<file path="config.mk">
export PLATFORM = sky130hd
export DESIGN_NAME = dual_dac_frontend
export DESIGN_NICKNAME = d
export VERILOG_FILES = /design/src/rtl/dacfe_pkg.sv /design/src/rtl/dacfe_sync.sv /design/src/rtl/dacfe_shifter.sv /design/src/rtl/dacfe_regs.sv /design/src/rtl/dual_dac_frontend.sv
export SDC_FILE = /design/constraint.sdc
export NUM_CORES = 1
export LEC_CHECK = 0
export ABC_AREA = 1
export ABC_CLOCK_PERIOD_IN_PS = 3600
export BUFFER_PORTS_ARGS = -buffer_cell sky130_fd_sc_hd__buf_2
export CAP_MARGIN = 10
export CELL_PAD_IN_SITES_DETAIL_PLACEMENT = 2
export CELL_PAD_IN_SITES_GLOBAL_PLACEMENT = 2
export CORE_MARGIN = 5
export CORE_UTILIZATION = 38
export DETAILED_ROUTE_END_ITERATION = 10
export GPL_TIMING_DRIVEN = 0
export PLACE_DENSITY_LB_ADDON = 0.1
export SETUP_SLACK_MARGIN = 0.1
export SYNTH_ARGS = -nofsm -noshare
export SYNTH_HDL_FRONTEND = slang
export SYNTH_SLANG_ARGS = --single-unit
</file>
<file path="constraint.sdc">
create_clock -name clk -period 3.6 [get_ports clk]
set_clock_uncertainty 0.1 [all_clocks]
set_input_delay 0 -clock clk [delete_from_list [all_inputs] [get_ports clk]]
set_output_delay 0 -clock clk [all_outputs]
set_load 0.005 [all_outputs]
</file>
<file path="src/rtl/dacfe_pkg.sv">
package dacfe_pkg;
  localparam int unsigned CMD_W = 4;

  localparam logic [CMD_W-1:0] OP_LD_A      = 4'b0001;
  localparam logic [CMD_W-1:0] OP_LD_B      = 4'b0010;
  localparam logic [CMD_W-1:0] OP_UPD       = 4'b1000;
  localparam logic [CMD_W-1:0] OP_LD_A_UPD  = 4'b1001;
  localparam logic [CMD_W-1:0] OP_LD_B_UPD  = 4'b1010;
  localparam logic [CMD_W-1:0] OP_SLEEP     = 4'b1110;
  localparam logic [CMD_W-1:0] OP_LD_AB_UPD = 4'b1111;

  typedef struct packed {
    logic ld_a;
    logic ld_b;
    logic upd;
    logic go_sleep;
  } dacfe_act_t;

  function automatic dacfe_act_t dacfe_decode(input logic [CMD_W-1:0] op);
    dacfe_act_t a;
    a = '0;
    case (op)
      OP_LD_A:      a.ld_a = 1'b1;
      OP_LD_B:      a.ld_b = 1'b1;
      OP_UPD:       a.upd = 1'b1;
      OP_LD_A_UPD:  begin a.ld_a = 1'b1; a.upd = 1'b1; end
      OP_LD_B_UPD:  begin a.ld_b = 1'b1; a.upd = 1'b1; end
      OP_SLEEP:     a.go_sleep = 1'b1;
      OP_LD_AB_UPD: begin a.ld_a = 1'b1; a.ld_b = 1'b1; a.upd = 1'b1; end
      default:      a = '0;
    endcase
    return a;
  endfunction
endpackage

</file>
<file path="src/rtl/dacfe_sync.sv">
module dacfe_sync #(
  parameter int unsigned STAGES  = 2,
  parameter logic        RST_VAL = 1'b0
) (
  input  logic clk,
  input  logic rst_n,
  input  logic d_i,
  output logic lvl_o,
  output logic rise_o
);
  logic [STAGES:0] pipe_q;
  logic [STAGES:0] pipe_n;

  always_comb pipe_n = {pipe_q[STAGES-1:0], d_i};

  always_ff @(posedge clk or negedge rst_n) begin
    if (!rst_n) pipe_q <= {(STAGES+1){RST_VAL}};
    else        pipe_q <= pipe_n;
  end

  assign lvl_o  = pipe_q[STAGES-1];
  assign rise_o = pipe_q[STAGES-1] & ~pipe_q[STAGES];
endmodule

</file>
<file path="src/rtl/dacfe_shifter.sv">
module dacfe_shifter #(
  parameter int unsigned WORD_W = 16,
  localparam int unsigned CNT_W = $clog2(WORD_W + 2)
) (
  input  logic              clk,
  input  logic              rst_n,
  input  logic              sel_lvl_i,
  input  logic              sclk_rise_i,
  input  logic              sdi_lvl_i,
  output logic [WORD_W-1:0] word_o,
  output logic [CNT_W-1:0]  edges_o
);
  localparam logic [CNT_W-1:0] CNT_SAT = CNT_W'(WORD_W + 1);

  logic [WORD_W-1:0] word_q, word_n;
  logic [CNT_W-1:0]  edges_q, edges_n;
  logic              shift_en;

  always_comb begin
    shift_en = ~sel_lvl_i & sclk_rise_i;
    word_n   = word_q;
    edges_n  = edges_q;
    if (sel_lvl_i) begin
      edges_n = '0;
    end else if (shift_en) begin
      word_n = {word_q[WORD_W-2:0], sdi_lvl_i};
      if (edges_q != CNT_SAT) edges_n = edges_q + 1'b1;
    end
  end

  always_ff @(posedge clk or negedge rst_n) begin
    if (!rst_n) begin
      word_q  <= '0;
      edges_q <= '0;
    end else begin
      word_q  <= word_n;
      edges_q <= edges_n;
    end
  end

  assign word_o  = word_q;
  assign edges_o = edges_q;


  idle_no_shift_chk: assert property (@(posedge clk) disable iff (!rst_n)
    sel_lvl_i |=> $stable(word_q));


  edge_count_bound_chk: assert property (@(posedge clk) disable iff (!rst_n)
    edges_q <= CNT_SAT);
endmodule

</file>
<file path="src/rtl/dacfe_regs.sv">
module dacfe_regs
  import dacfe_pkg::*;
#(
  parameter int unsigned DATA_W = 10
) (
  input  logic              clk,
  input  logic              rst_n,
  input  logic              exec_i,
  input  logic [CMD_W-1:0]  op_i,
  input  logic [DATA_W-1:0] data_i,
  output logic [DATA_W-1:0] out_a_o,
  output logic [DATA_W-1:0] out_b_o,
  output logic              asleep_o
);
  logic [DATA_W-1:0] stg_a_q, stg_a_n, stg_b_q, stg_b_n;
  logic [DATA_W-1:0] out_a_q, out_a_n, out_b_q, out_b_n;
  logic              slp_q, slp_n;
  dacfe_act_t        act;

  always_comb begin
    act     = dacfe_decode(op_i);
    stg_a_n = stg_a_q;
    stg_b_n = stg_b_q;
    out_a_n = out_a_q;
    out_b_n = out_b_q;
    slp_n   = slp_q;
    if (exec_i) begin
      if (act.ld_a) stg_a_n = data_i;
      if (act.ld_b) stg_b_n = data_i;
      if (act.upd) begin
        out_a_n = stg_a_n;
        out_b_n = stg_b_n;
        slp_n   = 1'b0;
      end
      if (act.go_sleep) slp_n = 1'b1;
    end
  end

  always_ff @(posedge clk or negedge rst_n) begin
    if (!rst_n) begin
      stg_a_q <= '0;
      stg_b_q <= '0;
      out_a_q <= '0;
      out_b_q <= '0;
      slp_q   <= 1'b0;
    end else begin
      stg_a_q <= stg_a_n;
      stg_b_q <= stg_b_n;
      out_a_q <= out_a_n;
      out_b_q <= out_b_n;
      slp_q   <= slp_n;
    end
  end

  assign out_a_o  = out_a_q;
  assign out_b_o  = out_b_q;
  assign asleep_o = slp_q;


  hold_between_cmds_chk: assert property (@(posedge clk) disable iff (!rst_n)
    !exec_i |=> $stable(out_a_q) && $stable(out_b_q) && $stable(slp_q));


  sleep_keeps_outputs_chk: assert property (@(posedge clk) disable iff (!rst_n)
    (exec_i && op_i == OP_SLEEP) |=> slp_q && $stable(out_a_q) && $stable(out_b_q)
      && $stable(stg_a_q) && $stable(stg_b_q));


  load_only_no_update_chk: assert property (@(posedge clk) disable iff (!rst_n)
    (exec_i && (op_i == OP_LD_A || op_i == OP_LD_B)) |=>
      $stable(out_a_q) && $stable(out_b_q) && $stable(slp_q));


  update_wakes_chk: assert property (@(posedge clk) disable iff (!rst_n)
    (exec_i && op_i == OP_UPD) |=> !slp_q && out_a_q == $past(stg_a_q)
      && out_b_q == $past(stg_b_q));
endmodule

</file>
<file path="src/rtl/dual_dac_frontend.sv">
module dual_dac_frontend
  import dacfe_pkg::*;
#(
  parameter int unsigned DATA_W      = 10,
  parameter int unsigned PAD_W       = 2,
  parameter int unsigned SYNC_STAGES = 2
) (
  input  logic              clk,
  input  logic              rst_n,
  input  logic              sel_n_i,
  input  logic              sclk_i,
  input  logic              sdi_i,
  output logic [DATA_W-1:0] code_a_o,
  output logic [DATA_W-1:0] code_b_o,
  output logic              asleep_o,
  output logic              frame_err_o
);
  localparam int unsigned WORD_W = CMD_W + DATA_W + PAD_W;
  localparam int unsigned CNT_W  = $clog2(WORD_W + 2);

  logic              sel_lvl, sel_rise;
  logic              sclk_lvl, sclk_rise;
  logic              sdi_lvl, sdi_rise;
  logic [WORD_W-1:0] word;
  logic [CNT_W-1:0]  edges;
  logic              full_word, exec, bad_frame;
  logic              err_q, err_n;

  dacfe_sync #(.STAGES(SYNC_STAGES), .RST_VAL(1'b1)) u_sync_sel (
    .clk(clk), .rst_n(rst_n), .d_i(sel_n_i), .lvl_o(sel_lvl), .rise_o(sel_rise));
  dacfe_sync #(.STAGES(SYNC_STAGES), .RST_VAL(1'b0)) u_sync_sclk (
    .clk(clk), .rst_n(rst_n), .d_i(sclk_i), .lvl_o(sclk_lvl), .rise_o(sclk_rise));
  dacfe_sync #(.STAGES(SYNC_STAGES), .RST_VAL(1'b0)) u_sync_sdi (
    .clk(clk), .rst_n(rst_n), .d_i(sdi_i), .lvl_o(sdi_lvl), .rise_o(sdi_rise));

  dacfe_shifter #(.WORD_W(WORD_W)) u_shift (
    .clk(clk), .rst_n(rst_n), .sel_lvl_i(sel_lvl), .sclk_rise_i(sclk_rise),
    .sdi_lvl_i(sdi_lvl), .word_o(word), .edges_o(edges));

  always_comb begin
    full_word = (edges == CNT_W'(WORD_W));
    exec      = sel_rise & full_word;
    bad_frame = sel_rise & ~full_word;
    err_n     = bad_frame;
  end

  always_ff @(posedge clk or negedge rst_n) begin
    if (!rst_n) err_q <= 1'b0;
    else        err_q <= err_n;
  end

  dacfe_regs #(.DATA_W(DATA_W)) u_regs (
    .clk(clk), .rst_n(rst_n), .exec_i(exec),
    .op_i(word[WORD_W-1 -: CMD_W]), .data_i(word[PAD_W +: DATA_W]),
    .out_a_o(code_a_o), .out_b_o(code_b_o), .asleep_o(asleep_o));

  assign frame_err_o = err_q;


  bad_frame_dropped_chk: assert property (@(posedge clk) disable iff (!rst_n)
    bad_frame |=> frame_err_o && $stable(code_a_o) && $stable(code_b_o) && $stable(asleep_o));


  err_single_cycle_chk: assert property (@(posedge clk) disable iff (!rst_n)
    frame_err_o |=> !frame_err_o);


  no_exec_while_shifting_chk: assert property (@(posedge clk) disable iff (!rst_n)
    !sel_lvl |=> $stable(code_a_o) && $stable(code_b_o));
endmodule

</file>
======== After elaboration in Yosys (flattened, before gate mapping) ========
Index checks and enable logic that the tools add are counted.
storage, ports and cells
  register bits ........................... 71
  output and inout port bits .............. 22
  word-level logic and storage cells ...... 51
cells by class
  $add $sub $neg .......................... 1
  equal/unequal tests ..................... 9
  mux-type cells .......................... 11
  bitwise logic cells ..................... 9
  reduce and logical (&&, ||, !) cells .... 10
operators with widths
  cell                                                              count
  4-bit == test (second input constant)                             5
  10-bit 2-to-1 mux                                                 2
  5-bit 2-to-1 mux                                                  3
  2-bit AND reduction                                               4
  1-bit 2-to-1 mux                                                  6
  2-bit nonzero test                                                3
  3-bit OR reduction                                                2
  5-bit by 1-bit adder with 5-bit output (second input constant)    1
  1-bit bitwise AND                                                 5
  5-bit == test (second input constant)                             1
  5-bit inequality test (second input constant)                     1
  4-bit by 1-bit == test with 1-bit output (second input constant)  1
  4-bit by 2-bit == test with 1-bit output (second input constant)  1
  1-bit NOT                                                         4
  4-bit OR reduction                                                1

======== Depth between registers and ports, before layout ========
  depth in word-level cells ............... 5
  mapped depth ............................ 8
  gate-level depth less buffers ........... 8

======== By module ========
Synthesis repeated with hierarchy kept, for this count alone.
second synthesis, totals
  cells, all modules ...................... 357
  area, all modules ....................... 3,159.3 µm²
modules (own cells, without submodules)
  module                        instances  cells an instance  area an instance (µm²)  sequential area each (µm²)
  dacfe_regs                    1          252                1,889.3                 1,026.0
  dacfe_shifter                 1          82                 958.4                   525.5
  dacfe_sync (u_sync_sclk ...)  2          5                  85.1                    75.1
  dacfe_sync (u_sync_sel)       1          5                  88.8                    78.8
  dual_dac_frontend             1          8                  52.6                    25.0

======== Worst setup path before layout ========
No wires, ideal clock.
  path kind ............................... register to register
  from .................................... register u_shift.edges_q[0] (netlist: u_shift.edges_o[0])
  to ...................................... register u_regs.slp_q (netlist: u_regs.asleep_o)
  library setup time ...................... 118 ps
  arrival time ............................ 1,201 ps
  required time ........................... 3,382 ps
  setup slack ............................. 2,181 ps
  stages on the path, launching flop included .. 9
  buffers on the path ..................... 1
  period minus slack after synthesis ...... 1,419 ps
  path through ............................ dfrtp_1 inv_1 ha_1 nand3_2 nor2_4 nand2_2 buf_6 nand2_1 nand2_1
between the ends
  word-level cells in the longest chain between the ends .. 3
RTL lines
  item                                  line                     source
  from (decl)                           dacfe_shifter.sv:16      logic [CNT_W-1:0] edges_q, edges_n;
  from (signal assigned)                dacfe_shifter.sv:37      edges_q <= edges_n;
  5-bit == test                         dual_dac_frontend.sv:41  full_word = (edges == CNT_W'(WORD_W));
  1-bit bitwise AND                     dual_dac_frontend.sv:42  exec = sel_rise & full_word;
  2-bit AND reduction (no source line)  --
  to (signal assigned)                  dacfe_regs.sv:51         slp_q <= slp_n;
  to (decl)                             dacfe_regs.sv:17         logic slp_q, slp_n;
Every way passes these cells.
A chain may end at the register's enable or synchronous reset.

======== Final worst setup path ========
  from .................................... register u_shift.edges_q[0] (netlist: u_shift.edges_o[0])
  to ...................................... register u_regs.stg_a_q[7]
between the ends
  word-level cells in the longest chain between the ends .. 2
RTL lines
  item                  line                     source
  5-bit == test         dual_dac_frontend.sv:41
  1-bit bitwise AND     dual_dac_frontend.sv:42
  to (signal assigned)  dacfe_regs.sv:47         stg_a_q <= stg_a_n;
  to (decl)             dacfe_regs.sv:15         logic [DATA_W-1:0] stg_a_q, stg_a_n, stg_b_q, stg_b_n;
Every way passes these cells.

==> run metrics <==
R2R setup slack=1.83 ns; Comb pwr share=11.7%; GRT overflow=0; Critical Path Start Type=flip-flop; TritonRoute pass-1 iters=4; Die ar.=10,120 sq um; Critical Path Source=u_shift.edges_o[0]; outcome=finished clean; synthesized area per cell=8.274 sq um; fin crit share=49.24%; initial core utilization=38.54%; WS Path Type=reg -> reg; H-Tree Depth=3; CP max FO=10; maxcap violations=0; DPL Wire Length=6353 microns; Core Region=8093 sq um; worst hold slack=0.09824 ns; Final Hold Viols=0; HP Class=in -> async; PwrDens=516.1 nW/um^2; RSZ-0062 raised after global routing=false; Synth-to-Final Area Change=18.81%; Worst path slowest cell=clkbuf_1; Ys Warns=0; first-pass GRT wire length=15,280 microns; sw frac=27.57%; Final Critical Period=1.773 ns; cells along the critical path=inv_1, ha_1, nand4_2, clkbuf_1, nand2_1, nand2_1; post-synthesis cell area=3119 sq um; DR vias/cell=4.983; drt wl/cell=17.43 microns; CP Capture Type=flip-flop; DR DRC count=0; synthesis-stage register bit count=71; Slew HR=55.60%; fin nets=428; critical path data arrival time=1.96 ns; RR Endpoint=u_regs.stg_a_q[7]; Syn Inst Count=377; Worst-Skew Late Latency=0.35 ns; CTS sink cnt=71; IO Port Bufs=26; final setup TNS=0 ns; sequential area share after synthesis=57.08%; Final setup viols=0; R2R Path Start=u_shift.edges_o[0]; crit path to=u_regs.stg_a_q[7]; total leakage power=2.093 nW; unique cell type count in the Yosys netlist=22; commonest cells after routing, fill and taps aside=190 x nand2_1, 68 x dfrtp_1, 33 x buf_2; Tightest Pin Transition=0.6639 ns; layout cells sized above 1=16.71%; Psw=0.5273 mW; maximum number of pins on one net before global-route repair=58; worst path required time=3.79 ns; Worst-path clk slew=0.07 ns; sequential share of power=46.9%; Peak supply drop=192.7 uV; commonest non-fill, non-tap cell in the layout=nand2_1; Clock power frac=41.4%; CTS tree=built; 1st-iter DRT viols=77; internal power=1.385 mW; Net Count, Synth=385; Std-Cell Rows=33; Die Wd=100.6 microns; CTS Buf Count=9; vias in the first global route=3,026; Root Buffer=clkbuf_8; Die Y-Extent=100.6 microns; final weighted congestion in routability-driven placement=0.7837; Max Root-Sink Buffers=2; Post-Route WL=9237 microns; final slew viol count=0; Crit path largest cell delay=0.47 ns; antenna viol nets, final=0; CP dominant cell by count=nand2_1; Via Count=2,641; post-cts sizing count=0; GRT Util Overall=19.91%; R2R cell count=6; initial antenna violation count=0; f_max=564.1 MHz; Ant. Diodes=0; Ports=27
[final cells by class]
type                            count  area [sq um]
Buffer                             16         100.1
Clock buffer                       10         137.6
Clock inverter                      6         107.6
Fill cell                         933          4387
Inverter                           20         75.07
Multi-Input combinational cell    270          1164
Sequential cell                    71          1780
Tap cell                          105         131.4
Timing Repair Buffer               32         210.2
[synth_stat cells]
master,instances,area [sq um]
nand2_1,190,713.2
dfrtp_1,68,1702
nand3_1,32,160.2
inv_1,17,63.81
nor2_1,14,52.55
o21ai_0,9,45.04
buf_2,8,40.04
a21oi_1,7,35.03
nand2_2,4,25.02
buf_6,3,33.78
clkbuf_1,3,11.26
dfstp_2,3,78.83
ha_1,3,37.54
inv_2,3,11.26
nand4_1,3,18.77
nor2_4,3,33.78
buf_4,2,15.01
nand2b_1,1,6.260
nand3_2,1,10.01
nand4_2,1,12.51
o21ai_1,1,5.000
xnor2_1,1,8.760
[power by group through the flow]
stage	clock network, mW	registers [mW]	logic, mW
2_1_floorplan	0	0.894	0.137
3_3_place_gp	0	0.908	0.204
3_5_place_dp	0	0.911	0.218
4_1_cts	0.812	0.898	0.228
5_1_grt	0.854	0.905	0.253
6_report	0.792	0.897	0.223
[how the worst min path moves through the flow]
stage	startpoint	to	depth (start not counted)
4_1_cts	rst_n	u_regs.out_b_o[1]	3
6_report	rst_n	u_regs.out_b_o[1]	3
5_1_grt	rst_n	u_regs.out_a_o[8]	3
2_1_floorplan	rst_n	frame_err_o	0
3_3_place_gp	sel_n_i	u_sync_sel.pipe_q[0]	1
3_5_place_dp	rst_n	u_regs.out_b_o[0]	1
[kinds of logic (layout without fill, tap and decap cells)]
logic type	Yosys count	count (layout)	share of synthesized area, %
simple gates	249	249	33.09
flops	71	71	57.08
buf+inv	36	84	5.615
compound gates	17	17	2.727
fa+ha+maj	3	3	1.203
xor+xnor	1	1	0.2808
[through the flow]
step,instance area [sq um],power [mW],cells,setup slack (ns),utilization [%]
6_report,3706,1.913,530,1.827,45.79
5_1_grt,3706,2.012,530,1.697,45.79
4_1_cts,3706,1.938,530,1.826,45.79
3_5_place_dp,3411,1.129,509,1.848,42.15
3_3_place_gp,3381,1.112,508,1.914,41.77
2_1_floorplan,3119,1.031,377,2.181,-
[flip-flops by register name, indices dropped and copies added, names as in the netlist, 2 cells and up]
signal,flops
u_regs.out_a_o,10
u_regs.out_b_o,10
u_regs.stg_a_q,10
u_regs.stg_b_q,10
u_shift.edges_o,5
u_shift.word_o,16
u_sync_sclk.pipe_q,3
u_sync_sdi.pipe_q,2
u_sync_sel.pipe_q,3
[routing by layer]
layer | GRT usage (%) | wire length, microns
met3 | 4.152 | 215
met4 | 7.254 | 187
met5 | 0 | 0
met2 | 35.70 | 4904
met1 | 23.30 | 3929
[timing repair]
action	CTS	global route
setup buffers	0	0
hold buffers	5	0
endpoints found under the setup margin	0	0
endpoints found under the hold margin	74	0
[worst max-delay path, delay by kind of cell (launching register included)]
family | cells | cell delay [ns]
adders and majority gates | 1 | 0.25
DFF | 1 | 0.44
and+or+nand+nor | 3 | 0.37
buffers and inverters | 2 | 0.56
(Power assumes the default switching activity.)
